File: src/rtl/rstport_pkg.sv
package rstport_pkg;
  typedef enum logic [1:0] {
    SZ_BYTE  = 2'd0,
    SZ_WORD  = 2'd1,
    SZ_DWORD = 2'd2,
    SZ_RSVD  = 2'd3
  } io_size_e;

  localparam int CTL_W    = 8;
  localparam int TRIG_BIT = 2;
  localparam int TYPE_BIT = 1;
endpackage

File: src/rtl/rstport_decode.sv
module rstport_decode
  import rstport_pkg::*;
#(
  parameter int ADDR_W = 16,
  parameter logic [ADDR_W-1:0] PORT_ADDR = 16'hCF9
) (
  input  logic [ADDR_W-1:0] addr,
  input  logic [1:0]        size,
  input  logic              wr,
  input  logic              rd,
  output logic              wr_ok,
  output logic              rd_ok
);
  logic hit;

  always_comb begin
    hit   = (addr == PORT_ADDR) && (io_size_e'(size) == SZ_BYTE);
    wr_ok = wr && hit;
    rd_ok = rd && hit;
  end
endmodule

File: src/rtl/rstport_ctlreg.sv
module rstport_ctlreg #(
  parameter int W = 8
) (
  input  logic         clk,
  input  logic         rst,
  input  logic         load,
  input  logic [W-1:0] din,
  output logic [W-1:0] q
);
  always_ff @(posedge clk) begin
    if (rst)       q <= '0;
    else if (load) q <= din;
  end
endmodule

File: src/rtl/rstport_trigger.sv
module rstport_trigger #(
  parameter int W        = 8,
  parameter int TRIG_BIT = 2
) (
  input  logic         clk,
  input  logic         rst,
  input  logic         load,
  input  logic [W-1:0] din,
  input  logic [W-1:0] cur,
  output logic         pulse
);
  logic rising;

  always_comb rising = load && din[TRIG_BIT] && !cur[TRIG_BIT];

  always_ff @(posedge clk) begin
    if (rst) pulse <= 1'b0;
    else     pulse <= rising;
  end
endmodule

File: src/rtl/rstport_rdmux.sv
module rstport_rdmux #(
  parameter int DATA_W = 32,
  parameter int CTL_W  = 8
) (
  input  logic              clk,
  input  logic              rst,
  input  logic              rd_ok,
  input  logic [CTL_W-1:0]  ctl,
  output logic [DATA_W-1:0] rdata
);
  logic [DATA_W-1:0] ext;

  generate
    if (DATA_W > CTL_W) begin : g_pad
      always_comb ext = {{(DATA_W-CTL_W){1'b0}}, ctl};
    end else begin : g_trunc
      always_comb ext = ctl[DATA_W-1:0];
    end
  endgenerate

  always_ff @(posedge clk) begin
    if (rst)        rdata <= '1;
    else if (rd_ok) rdata <= ext;
    else            rdata <= '1;
  end
endmodule

File: src/rtl/rst_ctl_port.sv
module rst_ctl_port
  import rstport_pkg::*;
#(
  parameter int ADDR_W = 16,
  parameter int DATA_W = 32,
  parameter logic [ADDR_W-1:0] PORT_ADDR = 16'hCF9
) (
  input  logic              clk,
  input  logic              rst,
  input  logic [ADDR_W-1:0] io_addr,
  input  logic [1:0]        io_size,
  input  logic              io_wr,
  input  logic              io_rd,
  input  logic [CTL_W-1:0]  io_wdata,
  output logic [DATA_W-1:0] io_rdata,
  output logic              rst_req,
  output logic              rst_hard
);
  logic wr_ok;
  logic rd_ok;
  logic [CTL_W-1:0] ctl_q;

  rstport_decode #(.ADDR_W(ADDR_W), .PORT_ADDR(PORT_ADDR)) u_dec (
    .addr(io_addr), .size(io_size), .wr(io_wr), .rd(io_rd),
    .wr_ok(wr_ok), .rd_ok(rd_ok)
  );

  rstport_ctlreg #(.W(CTL_W)) u_reg (
    .clk(clk), .rst(rst), .load(wr_ok), .din(io_wdata), .q(ctl_q)
  );

  rstport_trigger #(.W(CTL_W), .TRIG_BIT(TRIG_BIT)) u_trig (
    .clk(clk), .rst(rst), .load(wr_ok), .din(io_wdata), .cur(ctl_q),
    .pulse(rst_req)
  );

  rstport_rdmux #(.DATA_W(DATA_W), .CTL_W(CTL_W)) u_rd (
    .clk(clk), .rst(rst), .rd_ok(rd_ok), .ctl(ctl_q), .rdata(io_rdata)
  );

  always_comb rst_hard = ctl_q[TYPE_BIT];
endmodule

File: config.mk
export PLATFORM = sky130hd
export DESIGN_NAME = rst_ctl_port
export DESIGN_NICKNAME = d
export VERILOG_FILES = /design/src/rtl/rstport_pkg.sv /design/src/rtl/rstport_decode.sv /design/src/rtl/rstport_ctlreg.sv /design/src/rtl/rstport_trigger.sv /design/src/rtl/rstport_rdmux.sv /design/src/rtl/rst_ctl_port.sv
export SDC_FILE = /design/constraint.sdc
export NUM_CORES = 1
export LEC_CHECK = 0
export ABC_CLOCK_PERIOD_IN_PS = 1800
export BUFFER_PORTS_ARGS = -buffer_cell sky130_fd_sc_hd__buf_2
export CELL_PAD_IN_SITES_DETAIL_PLACEMENT = 0
export CELL_PAD_IN_SITES_GLOBAL_PLACEMENT = 1
export CORE_MARGIN = 2
export CORE_UTILIZATION = 26
export CTS_CLUSTER_DIAMETER = 30
export CTS_CLUSTER_SIZE = 24
export DETAILED_ROUTE_END_ITERATION = 10
export PLACE_DENSITY_LB_ADDON = 0.15
export RECOVER_POWER = 50
export SYNTH_ARGS = -nofsm -noshare
export SYNTH_HDL_FRONTEND = slang
export SYNTH_HIERARCHICAL = 1
export SYNTH_SLANG_ARGS = --single-unit
File: constraint.sdc
create_clock -name clk -period 1.8 [get_ports clk]
set_input_delay 0.45 -clock clk [delete_from_list [all_inputs] [get_ports clk]]
set_output_delay 0.45 -clock clk [all_outputs]
set_load 0.02 [all_outputs]
Word-level counts from Yosys, hierarchy flattened. Index checks and enable logic that the tools add are counted. W data, S select, Z words.

Eq/ne operators: 1. Reductions and logical operators: 8. Muxes and demuxes: 1. Bitwise logic cells: 1.

Operators with widths (number): $mux W32 (1); $eq A16 B12 Y1 const B (1); $logic_and A1 B1 Y1 (5); $logic_not A2 Y1 (1); $reduce_or A2 Y1 (1); $logic_not A1 Y1 (1); $not A1 Y1 (1).

Output and inout bits: 34. Input port bits: 30. Logic and storage cells: 15. Register bits after elaboration: 41.

Longest topological paths before layout.
Depth after elaboration: 5. Mapped depth: 6.

Cells and area by module. Netlist, hierarchy kept.

By module, submodules not included: rstport_rdmux (sequential area each 180.2 um^2, area each 430.4 um^2, instances 1, cells an instance 41); rstport_ctlreg (sequential area each 160.2 um^2, area each 285.3 um^2, instances 1, cells an instance 26); rstport_decode (sequential area each 0.0 um^2, area each 58.8 um^2, instances 1, cells an instance 8); rstport_trigger (sequential area each 20.0 um^2, area each 32.5 um^2, instances 1, cells an instance 2).

Worst setup path after synthesis. OpenSTA, ideal clock, no wires.

Path type: input to register. Start point: input io_addr[9]. End point: register u_rd.rdata[1]. Setup time: 0.127 ns. Slack: 0.239 ns. Path buffers: 0. Cell stages on the path: 4. Data arrival time: 1.433 ns. Cells stage by stage: nor4bb_1 > and4_1 > and3_1 > or3b_1.

Longest elaborated chain between the ends: 5.

Ends and longest elaborated chain: from (decl) (RTL line rst_ctl_port.sv:10) `input logic [ADDR_W-1:0] io_addr,`; $eq A16 B12 Y1 (RTL line rstport_decode.sv:17) `hit = (addr == PORT_ADDR) && (io_size_e'(size) == SZ_BYTE);`; $logic_and A1 B1 Y1 (RTL line rstport_decode.sv:17); $logic_and A1 B1 Y1 (RTL line rstport_decode.sv:19) `rd_ok = rd && hit;`; named net rd_ok (RTL line rst_ctl_port.sv:20) `logic rd_ok;`; $not A1 Y1 (no line); $reduce_or A2 Y1 (no line); to (signal assigned) (RTL line rstport_rdmux.sv:23) `else if (rd_ok) rdata <= ext;`; to (decl) (RTL line rstport_rdmux.sv:9) `output logic [DATA_W-1:0] rdata`.

The timed path passes the listed nets, and every way through them passes these cells. A chain may end at the register's enable or synchronous reset.

==> metrics.yaml <==
routing:
  vias: 621
  wire_per_inst_um: 9.575
  drt-total-wl_um: 1465
  viasPerCell: 4.059
  antenna_left: 0
  drt_first_pass_iters: 4
  drcViolationCount: 0
  drt_iter0_drc: 7
final_layout:
  antenna_cells: 0
  layout-drive-gt1-share_pct: 45.00
  nFillCells: 326
  multi_input_area_um2: 259.0
  final_util_pct: 33.13
  nNetsFinal: 152
  area_growth_pct: 23.26
  seqCellArea_um2: 361.6
  finalNonFillerCells: 153
setup_path:
  required_ps: 1350
  critPathLaunchType: "register"
  endpoint_kind: "primary output"
  worstSetupPathType: "register to primary output"
  cp_cell_sequence: "clkbuf_1"
  cp_slowest_cell: "dfxtp_2"
  path_buf_inv: 1
  crit_path_max_incr_delay_ps: 510
  critical_path_peak_fanout: 24
  crit_family: "flip-flops"
  crit_arrival_ps: 1060
synth:
  yosysSeqAreaShare_pct: 44.65
  synth-main-ff-cell: "dfxtp_1"
  avgSynthCellArea_um2: 10.48
  synth_warnings: 6
  ys_seq_elements: 18
  synthesis.nets: 107
  syn_inst: 77
  synth-edff-count: 0
  yosysTopAreaCellShare_pct: 44.65
  synth_commonest_cells: "buf_4, dfxtp_1, mux2i_1, nor2_1, or3b_1"
  synth-async-reset-ratio_pct: 0
  synthTopCellsByArea: "dfxtp_1, buf_4, mux2i_1, or3b_1, nor2_1"
  syn_area_um2: 807.0
  yosys.area.top_type: "dfxtp_1"
  yosysMostFrequentCell: "buf_4"
  ys_types: 15
die:
  fp.dieH_um: 59.72
  io_pins: 64
  die-area_um2: 3566
  initial_utilization_pct: 26.88
  rows: 20
  core_area_um2: 3003
  die_x_um: 59.72
pwr:
  p_total_mw: 0.6275
  p_clk_share_pct: 30.5
  power.internal_mw: 0.5003
  p_switching_mw: 0.1273
  comb_power_share_pct: 6.1
  p_leak_nw: 0.4013
  peakVddDrop_mv: 0.4637
  switching_share_pct: 20.28
  power_density_nw_per_um2: 630.9
  seqPwrFrac_pct: 63.4
run:
  drv_cap: 0
global_routing:
  grt_pass1_wl_um: 2214
  antenna_found_initial: 0
  grt_max_degree: 25
  grt-ovfl-total: 0
  track_usage_pct: 8.501
  grt_pass1_vias: 523
cts:
  cts.clk_slew.worst_paths_ps: 90
  cts_root_buf: "clkbuf_4"
  cts_tree: "built"
  holdBufCountCts: 0
  worstSkewPairLatency_ps: 280
  clock-sinks: 18
  cts_buffers: 3
  post-cts-setup-buffers: 0
  clk_path_buf_depth: 2
  h-tree-depth: 1
min_path:
  hp-class: "primary input to register"
sta:
  slew_violations: 0
  worst_pin_slew_ps: 283.0
  period_minus_slack_ps: 1513
  relSlewSlack_pct: 80.96
  finalHoldViolCount: 0
  layout_worst_path_cycle_share_pct: 84.08
  setup_viol: 0
  clock_skew_ps: 0.3798
  max_freq_ghz: 0.6608
  rsz0062_at_grt: "no"
place:
  gp_congestion: 0.5785
  portBuffers: 63
  dp_hpwl_um: 1191
  post-place-cells: 150
outcome:
  status: "complete, no violations"
## layer usage
layer	GRT usage [%]	wire length [µm]
met1	7.590	531
met2	16.46	817
met3	4.545	116
met4	1.905	0
met5	0	0
## stage by stage
step	TNS [ps]	hold slack (ps)	cell area [µm²]	setup slack, ps
after global placement	-304.6	427.4	991.0	-39.68
after detailed placement	-185.6	428.7	991.0	-34.19
after CTS	0	383.3	1013	112.4
after floorplan	0	415.2	807.0	239.4
after global routing	0	380.2	994.7	150.5
final	0	396.6	994.7	286.6
## tightest hold or removal path: stages
cell     delay [ps]
buf_2            70
mux2i_1          50
nor2_1           70
## power by group through the flow
stage / Clock, mW / Sequential (mW) / Combinational, mW
floorplan: 0 / 0.407 / 0.00601
global placement: 0 / 0.407 / 0.0380
detailed placement: 0 / 0.407 / 0.0388
CTS: 0.205 / 0.398 / 0.0388
global route: 0.224 / 0.398 / 0.0428
finish: 0.192 / 0.398 / 0.0382
## final timing paths
check	startpoint	to	slack, ps	cells after the start
worst max-delay path	u_rd/rdata[30]	io_rdata[24]	290	1
worst min-delay path	io_wdata[3]	u_reg/q[3]	400	3
worst max register to register	u_reg/q[1]	u_rd/rdata[1]	990	1
worst min register to register	u_reg/q[3]	u_rd/rdata[3]	450	1
## placed cells by master (no fill, tap or decap), drive strengths merged
master   n
buf     49
dfxtp   18
and4bb   1
mux2i    8
nand2b   1
or3b     8
or2b     1
clkbuf  19
nor4bb   1
and4     1
nor2     8
and3     2
nor4     2
nand4b   1
## kinds of logic after synthesis
logic type,synth area share [%]
buffers and inverters,23.26
multiplexers,9.923
flip-flops,44.65
AND/OR/NAND/NOR,22.17
## cell type report
| type | count | share of cell area [%] |
|---|---|---|
| clock buffer | 3 | 2.264 |
| multi-input combinational | 34 | 26.04 |
| sequential | 18 | 36.35 |
| tap | 33 | 4.151 |
| timing repair buffer | 65 | 31.20 |
## timing repair
action / 4_1_cts / 5_1_grt
setup endpoints to repair: 0 / 24
gates resized for setup: 0 / 1
endpoints found under the hold margin: 0 / 0
## state kept, by name, indices dropped and copies added, names as in the netlist
signal        cells
u_rd/rdata        9
u_trig/pulse      1
u_reg/q           8
No activity file was read; power rests on OpenSTA's default activity.
